**src/rtl/xreg_pkg.sv**
```systemverilog
package xreg_pkg;
  localparam logic [4:0] CTRL_REG_ADDR = 5'h0D;
  localparam logic [4:0] WIN_REG_ADDR  = 5'h0E;
  localparam logic [4:0] OWN_DEV_ID    = 5'h1F;

  typedef enum logic [1:0] {
    FN_PTR        = 2'd0,
    FN_DATA_HOLD  = 2'd1,
    FN_DATA_INCRW = 2'd2,
    FN_DATA_INCWR = 2'd3
  } xfn_e;
endpackage

```
**src/rtl/xreg_ctrl.sv**
```systemverilog
module xreg_ctrl
  import xreg_pkg::*;
(
  input  logic       clk,
  input  logic       rst_n,
  input  logic       wr_en,
  input  logic [1:0] fn_in,
  input  logic [4:0] dev_in,
  output xfn_e       fn_q,
  output logic       dev_ok
);
  logic [4:0] dev_q;
  xfn_e       fn_d;
  logic [4:0] dev_d;

  always_comb begin
    fn_d  = fn_q;
    dev_d = dev_q;
    if (wr_en) begin
      fn_d  = xfn_e'(fn_in);
      dev_d = dev_in;
    end
  end

  always_ff @(posedge clk or negedge rst_n) begin
    if (!rst_n) begin
      fn_q  <= FN_PTR;
      dev_q <= '0;
    end else if (wr_en) begin
      fn_q  <= fn_d;
      dev_q <= dev_d;
    end
  end

  assign dev_ok = (dev_q == OWN_DEV_ID);

  AST_CTRL_LOAD: assert property (@(posedge clk) disable iff (!rst_n)
    wr_en |=> (fn_q == $past(fn_in)) && (dev_ok == ($past(dev_in) == OWN_DEV_ID)));
endmodule

```
**src/rtl/xreg_ptr.sv**
```systemverilog
module xreg_ptr #(
  parameter int PTR_W = 5
) (
  input  logic             clk,
  input  logic             rst_n,
  input  logic             load,
  input  logic [PTR_W-1:0] load_val,
  input  logic             step,
  output logic [PTR_W-1:0] ptr_q
);
  logic [PTR_W-1:0] ptr_d;

  always_comb begin
    ptr_d = ptr_q;
    if (load)      ptr_d = load_val;
    else if (step) ptr_d = ptr_q + 1'b1;
  end

  always_ff @(posedge clk or negedge rst_n) begin
    if (!rst_n)             ptr_q <= '0;
    else if (load || step)  ptr_q <= ptr_d;
  end

  AST_PTR_IDLE_HOLD: assert property (@(posedge clk) disable iff (!rst_n)
    (!load && !step) |=> $stable(ptr_q));
  AST_PTR_LOAD: assert property (@(posedge clk) disable iff (!rst_n)
    load |=> ptr_q == $past(load_val));
endmodule

```
**src/rtl/xreg_array.sv**
```systemverilog
module xreg_array #(
  parameter int DATA_W = 16,
  parameter int PTR_W  = 5
) (
  input  logic              clk,
  input  logic              rst_n,
  input  logic              we,
  input  logic [PTR_W-1:0]  idx,
  input  logic [DATA_W-1:0] wdata,
  output logic [DATA_W-1:0] rdata
);
  localparam int DEPTH = 1 << PTR_W;

  logic [DATA_W-1:0] mem_q [DEPTH];

  for (genvar e = 0; e < DEPTH; e++) begin : g_entry
    logic hit;
    assign hit = we && (idx == PTR_W'(e));
    always_ff @(posedge clk or negedge rst_n) begin
      if (!rst_n)   mem_q[e] <= '0;
      else if (hit) mem_q[e] <= wdata;
    end
  end

  assign rdata = mem_q[idx];
endmodule

```
**src/rtl/xreg_indirect.sv**
```systemverilog
module xreg_indirect
  import xreg_pkg::*;
#(
  parameter int DATA_W = 16,
  parameter int PTR_W  = 5
) (
  input  logic              clk,
  input  logic              rst_n,
  input  logic              mgmt_wr_en,
  input  logic              mgmt_rd_en,
  input  logic [4:0]        mgmt_addr,
  input  logic [DATA_W-1:0] mgmt_wdata,
  output logic [DATA_W-1:0] mgmt_rdata
);
  xfn_e              fn_q;
  logic              dev_ok;
  logic              rd_eff, ctrl_wr, win_wr, win_rd, data_mode;
  logic              ptr_load, ptr_step, arr_we;
  logic [PTR_W-1:0]  ptr_q;
  logic [DATA_W-1:0] arr_rdata;
  logic [DATA_W-1:0] rdata_d;

  assign rd_eff    = mgmt_rd_en && !mgmt_wr_en;
  assign ctrl_wr   = mgmt_wr_en && (mgmt_addr == CTRL_REG_ADDR);
  assign win_wr    = mgmt_wr_en && (mgmt_addr == WIN_REG_ADDR) && dev_ok;
  assign win_rd    = rd_eff && (mgmt_addr == WIN_REG_ADDR) && dev_ok;
  assign data_mode = (fn_q != FN_PTR);

  assign ptr_load = win_wr && !data_mode;
  assign arr_we   = win_wr && data_mode;
  assign ptr_step = (arr_we && (fn_q == FN_DATA_INCRW || fn_q == FN_DATA_INCWR))
                 || (win_rd && fn_q == FN_DATA_INCRW);

  xreg_ctrl u_ctrl (
    .clk    (clk),
    .rst_n  (rst_n),
    .wr_en  (ctrl_wr),
    .fn_in  (mgmt_wdata[DATA_W-1 -: 2]),
    .dev_in (mgmt_wdata[4:0]),
    .fn_q   (fn_q),
    .dev_ok (dev_ok)
  );

  xreg_ptr #(.PTR_W(PTR_W)) u_ptr (
    .clk      (clk),
    .rst_n    (rst_n),
    .load     (ptr_load),
    .load_val (mgmt_wdata[PTR_W-1:0]),
    .step     (ptr_step),
    .ptr_q    (ptr_q)
  );

  xreg_array #(.DATA_W(DATA_W), .PTR_W(PTR_W)) u_arr (
    .clk   (clk),
    .rst_n (rst_n),
    .we    (arr_we),
    .idx   (ptr_q),
    .wdata (mgmt_wdata),
    .rdata (arr_rdata)
  );

  always_comb begin
    rdata_d = '0;
    if (win_rd) rdata_d = data_mode ? arr_rdata : {{(DATA_W-PTR_W){1'b0}}, ptr_q};
  end

  always_ff @(posedge clk or negedge rst_n) begin
    if (!rst_n)      mgmt_rdata <= '0;
    else if (rd_eff) mgmt_rdata <= rdata_d;
  end

  AST_HOLD_MODE_STILL: assert property (@(posedge clk) disable iff (!rst_n)
    ((win_rd || win_wr) && fn_q == FN_DATA_HOLD) |=> $stable(ptr_q));
  AST_INCRW_STEP: assert property (@(posedge clk) disable iff (!rst_n)
    ((win_rd || win_wr) && fn_q == FN_DATA_INCRW) |=> ptr_q == PTR_W'($past(ptr_q) + 1'b1));
  AST_INCWR_READ_STILL: assert property (@(posedge clk) disable iff (!rst_n)
    (win_rd && fn_q == FN_DATA_INCWR) |=> $stable(ptr_q));
  AST_CTRL_READS_ZERO: assert property (@(posedge clk) disable iff (!rst_n)
    (rd_eff && mgmt_addr == CTRL_REG_ADDR) |=> mgmt_rdata == '0);
  AST_FOREIGN_DEV_QUIET: assert property (@(posedge clk) disable iff (!rst_n)
    (mgmt_addr == WIN_REG_ADDR && !dev_ok && (mgmt_wr_en || mgmt_rd_en))
      |=> $stable(ptr_q) && (mgmt_rdata == '0 || $past(mgmt_wr_en)));
  AST_WRITE_WINS: assert property (@(posedge clk) disable iff (!rst_n)
    (mgmt_wr_en && mgmt_rd_en) |=> $stable(mgmt_rdata));
endmodule

```
**config.mk**
```make
export PLATFORM = sky130hd
export DESIGN_NAME = xreg_indirect
export DESIGN_NICKNAME = d
export VERILOG_FILES = /design/src/rtl/xreg_pkg.sv /design/src/rtl/xreg_ctrl.sv /design/src/rtl/xreg_ptr.sv /design/src/rtl/xreg_array.sv /design/src/rtl/xreg_indirect.sv
export SDC_FILE = /design/constraint.sdc
export NUM_CORES = 1
export LEC_CHECK = 0
export CAP_MARGIN = 15
export CORE_UTILIZATION = 40
export DETAILED_ROUTE_END_ITERATION = 8
export SLEW_MARGIN = 20
export SYNTH_ARGS = -nofsm -noshare
export SYNTH_HDL_FRONTEND = slang
export SYNTH_SLANG_ARGS = --single-unit
```
**constraint.sdc**
```tcl
create_clock -name clk -period 3.06 [get_ports clk]
set_input_delay 0.765 -clock clk [delete_from_list [all_inputs] [get_ports clk]]
set_output_delay 0.765 -clock clk [all_outputs]
set_load 0.05 [all_outputs]
```
==> Word-level counts from Yosys, hierarchy flattened <==
Index checks and enable logic that the tools add are counted.
{ "totals": {"ff_bits": 540, "input_bits": 25, "out_inout_bits": 16, "elab_cells": 133} }
{ "op_classes": {"addsub": 1, "magnitude_cmp": 1, "eq_ne": 36, "mux": 7, "bitwise": 1, "n_reduce_logical": 51} }
{ "ops": {"columns": ["op", "n"], "rows": [
  ["$eq 5x5->1 const B", 17],
  ["$bmux 16 s5", 1],
  ["$mux 16", 4],
  ["$eq 5x4->1 const B", 10],
  ["$logic_and 1x1->1", 42],
  ["$eq 5x3->1 const B", 4],
  ["$eq 5x2->1 const B", 2],
  ["$mux 5", 2],
  ["$ge 6x6->1 const B", 1],
  ["$not 5->6", 1],
  ["$add 5x1->5 const B", 1],
  ["$eq 5x1->1 const B", 1],
  ["$logic_not 5->1", 1],
  ["$eq 2x2->1 const B", 2],
  ["$reduce_bool 2->1", 2],
  ["$logic_or 1x1->1", 3],
  ["$logic_not 1->1", 2],
  ["$reduce_and 2->1", 1]
]} }

==> Depth between registers and ports, before layout <==
{ "logic_depth": {"depth_word": 8, "mapped_depth": 11, "depth_no_buf": 5} }

==> Modules after synthesis <==
Synthesis repeated with hierarchy kept, for this count alone.
{ "hier_totals": {"cells_unflattened": 1688, "hier_area_um2": 24781.3} }
{ "by_module_without_submodules": {"columns": ["module", "n_inst", "cells_each", "area_each_um2", "seq_area_each_um2"], "rows": [
  ["xreg_array", 1, 1561, 23408.7, 12812.3],
  ["xreg_indirect", 1, 85, 819.5, 400.4],
  ["xreg_ctrl", 1, 18, 304.0, 175.2],
  ["xreg_ptr", 1, 24, 249.0, 125.1]
]} }

==> Worst setup path before layout <==
OpenSTA, ideal clock, no wires.
{ "synth_path": {"path_kind": "reg-to-reg", "startpoint": "reg u_ptr.ptr_q[0]", "endpoint": "reg u_arr.mem_q[405] (netlist name)", "setup_time_ns": 0.125, "t_arrival_ns": 2.446, "required_ns": 2.935, "path_slack_ns": 0.490, "stages_incl_launch_ff": 12, "path_buffers": 6, "period_less_slack_ns": 2.570, "cell_sequence": "dfrtp_1 -> buf_6 -> buf_12 -> buf_6 -> buf_4 -> inv_1 -> buf_2 -> ha_1 -> nand2_1 -> nor2_8 -> buf_4 -> mux2_2"} }
{ "synth_between": {"elab_chain_cells": 2} }
{ "synth_rtl": {"columns": ["item", "line_no", "source"], "rows": [
  ["start: declaration", "xreg_ptr.sv:9", "output logic [PTR_W-1:0] ptr_q"],
  ["start signal: assignment", "xreg_ptr.sv:21", "else if (load || step) ptr_q <= ptr_d;"],
  ["$eq 5x3->1", "xreg_array.sv:18", "assign hit = we && (idx == PTR_W'(e));"],
  ["$logic_and 1x1->1", "xreg_array.sv:18", null],
  ["end signal: indexed assignment", "xreg_array.sv:21", "else if (hit) mem_q[e] <= wdata;"],
  ["end: declaration", "xreg_array.sv:14", "logic [DATA_W-1:0] mem_q [DEPTH];"]
]} }
Every way passes these cells.
A chain may end at the register's enable or synchronous reset.

==> Worst setup path in the final report <==
{ "layout_path": {"startpoint": "reg mgmt_rdata[14]", "endpoint": "out mgmt_rdata[14]"} }
{ "layout_rtl": {"columns": ["item", "line_no", "source"], "rows": [
  ["start: declaration", "xreg_indirect.sv:13", "output logic [DATA_W-1:0] mgmt_rdata"],
  ["start signal: assignment", "xreg_indirect.sv:69", "else if (rd_eff) mgmt_rdata <= rdata_d;"]
]} }
No word-level cell between the ends.

==> flow_summary.ini <==
[run_status]
status = complete, no violations

[logic_synthesis]
ys.warnings.count = 0
ys_types = 60
syn_inst = 1621
synth_area_mm2 = 0.0252
yosys-mux-area-fraction_pct = 34.8
synth_compound_area_share_pct = 3.34
yosys_register_bits = 540
synth_nets = 1652
synth-edff-count = 0
synth.yosys.seq_area_share_pct = 53.6
synth_xor_area_share_pct = 0.104
yosys.area_share.simple_pct = 4.40
synthFlopType = dfrtp_1
synthAdderAreaFrac_pct = 0.298
synth_top_family_by_area = multiplexers
avgSynthCellArea_um2 = 15.6
async_flop_share_pct = 100

[clock_tree]
cts_inserted_buffers = 56
cts.sinks = 540
cts_tree = built
cts_resized = 0
cts_max_level = 2
cts_buffer_depth = 3
post_cts_buffers = 0
root_buffer = clkbuf_16
ctsHoldBuffers = 0
clk_latency_ns = 0.62
clk_pin_slew_ns = 0.06

[detailed_routing]
ant_nets = 0
wirelength_mm = 63.3
drc = 0
wl_per_cell_um = 24.6
drt-initial-drc-count = 755
drt_pass1_iterations = 5
viasPerCell = 5.58
dr_total_vias = 14400

[finish]
nets = 1725
fillers = 5380
antenna_cells = 0
seqCellArea_mm2 = 0.0135
multi_input_area_mm2 = 0.0108
drive_gt1_share_pct = 49.8
final_common_cell = dfrtp_1
layout_common_cells = dfrtp_1 (537), mux2_2 (530), mux4_2 (92), buf_4 (65), clkbuf_16 (57)
synthToLayoutAreaGrowth_pct = 15.3

[job]
drv_cap = 0

[timing]
layout_min_cycle_time_ns = 2.72
max_slew_margin_pct = 49.3
maxSlewViolCount = 0
setup_tns_ns = 0
period_share_pct = 88.9
rsz0062_at_grt = false
finalClockSkew_ns = 0.0208
fmax_mhz = 368
setup_violations = 0
worst_pin_slew_ns = 0.754
hold_violations = 0

[critical_path]
critPathKind = register to output port
slowest_stage = clkdlybuf4s50_1
worst_setup_path_start_kind = register
crit_required_ns = 2.29
max_stage_delay_ns = 0.86
cp_top_family = buffers and inverters
cp_data_arrival_time_ns = 1.96
crit_chain = clkdlybuf4s50_1
cp-end-kind = output port
critPathMaxFanout = 2
cp_num_buf_inv = 1

[power_and_ir_drop]
p_sw_share_pct = 22.4
vdd_ir_drop_max_uv = 377
comb_power_share_pct = 3.0
p_leak_nw = 13.9
internal_power_mw = 11.1
p_seq_share_pct = 50.1
power.switching_mw = 3.21
p_clk_share_pct = 46.9
power.total_mw = 14.3
power_density_mw_per_mm2 = 493

[die]
start_util_pct = 40.6
design.die.area_mm2 = 0.0641
chipWidth_um = 253
fp.coreArea_mm2 = 0.0621
die_h_um = 253
row_count = 91
io_pins = 41

[global_routing]
grt_pass1_vias = 15300
grt_overflow = 0
antenna_found_initial = 0
track_usage_pct = 20.5
grt_pass1_wl_mm = 98.8
grt_max_degree = 80

[worst_hold_path]
min_path_type = input pin to asynchronous set/reset pin

[placement]
place_congestion = 0.815
portBuffers = 40
dp_hpwl_mm = 40.5
## logic make-up (layout without fill, tap and decap cells)
family                     count (synthesis)  after routing
buffers and inverters                    144            263
muxes                                    669            669
AOI/OAI and AO/OA                        114            114
and+or+nand+nor                          145            145
DFF                                      540            540
xor gates and xnor gates                   3              3
adders and majority gates                  6              6
## cell usage after synthesis (10+ instances only)
cell	number	area, um2
mux2_2	530	5970
mux4_1	16	420
nor2_8	20	400
nor2_1	10	37.5
buf_4	22	165
o21ai_0	11	55.1
a211oi_1	16	120
nand2_1	43	161
buf_2	27	135
mux4_2	92	2070
o221ai_1	10	87.6
clkbuf_1	59	221
a22oi_1	12	90.1
nor2b_1	14	87.6
a21oi_1	15	75.1
buf_6	24	270
mux2i_1	29	290
dfrtp_1	540	13500
a22o_1	18	158
## metal layers
| layer | part of all wire, % | GRT usage (%) | vias to the layer above |
|---|---|---|---|
| met4 | 2.1 | 5.26 | 0 |
| met3 | 3.9 | 2.96 | 80 |
| met2 | 47 | 32.0 | 276 |
| met5 | 0 | 0 | - |
| li1 | - | - | 6190 |
| met1 | 47 | 29.8 | 7825 |
## per-stage QoR
| stage | instance area, um2 | instances | worst slack [ns] | hold WS (ns) | util (%) |
|---|---|---|---|---|---|
| floorplan | 25200 | 1621 | 0.490 | 0.453 | - |
| global placement | 27300 | 2473 | 0.0338 | 0.464 | 44.0 |
| detailed placement | 27300 | 2473 | 0.0140 | 0.479 | 44.0 |
| CTS | 29100 | 2577 | 0.320 | 0.103 | 46.9 |
| global route | 29100 | 2577 | 0.248 | 0.0910 | 46.9 |
| finish | 29100 | 2577 | 0.340 | 0.0785 | 46.9 |
## registers in the layout, indices dropped and copies added (netlist names)
register / cells
mgmt_rdata: 16
u_ctrl.fn_q: 2
u_ptr.ptr_q: 5
u_ctrl.dev_q: 5
u_arr.mem_q: 512
## path summary, 6_finish.rpt
check | depth (start not counted) | from | end | slack (ns)
max | 1 | mgmt_rdata[14] | mgmt_rdata[14] | 0.34
min | 1 | rst_n | u_arr.mem_q[275] | 0.08
max reg2reg | 6 | u_ptr.ptr_q[0] | mgmt_rdata[14] | 0.43
min reg2reg | 2 | mgmt_rdata[4] | mgmt_rdata[4] | 0.49
max in group asynchronous | 2 | rst_n | u_arr.mem_q[138] | 2.05
min in group clk | 2 | mgmt_rdata[4] | mgmt_rdata[4] | 0.49
## cell type report
class / count / share of cell area, %
inverters: 6 / 0.0775
clock buffers: 91 / 5.83
flip-flops and latches: 540 / 46.5
multi-input cells: 937 / 37.3
clock inverters: 13 / 0.349
repair buffers: 153 / 6.38
well taps: 837 / 3.60
## power groups by stage
stage               Sequential, mW  Clock [mW]  Combinational [mW]
CTS                           7.17        6.89               0.443
global route                  7.17        7.16               0.483
finish                        7.17        6.72               0.433
detailed placement            7.30           0               0.442
floorplan                     7.30           0               0.141
global placement              7.30           0               0.432
Note: power is estimated with default switching activity, not from simulation.
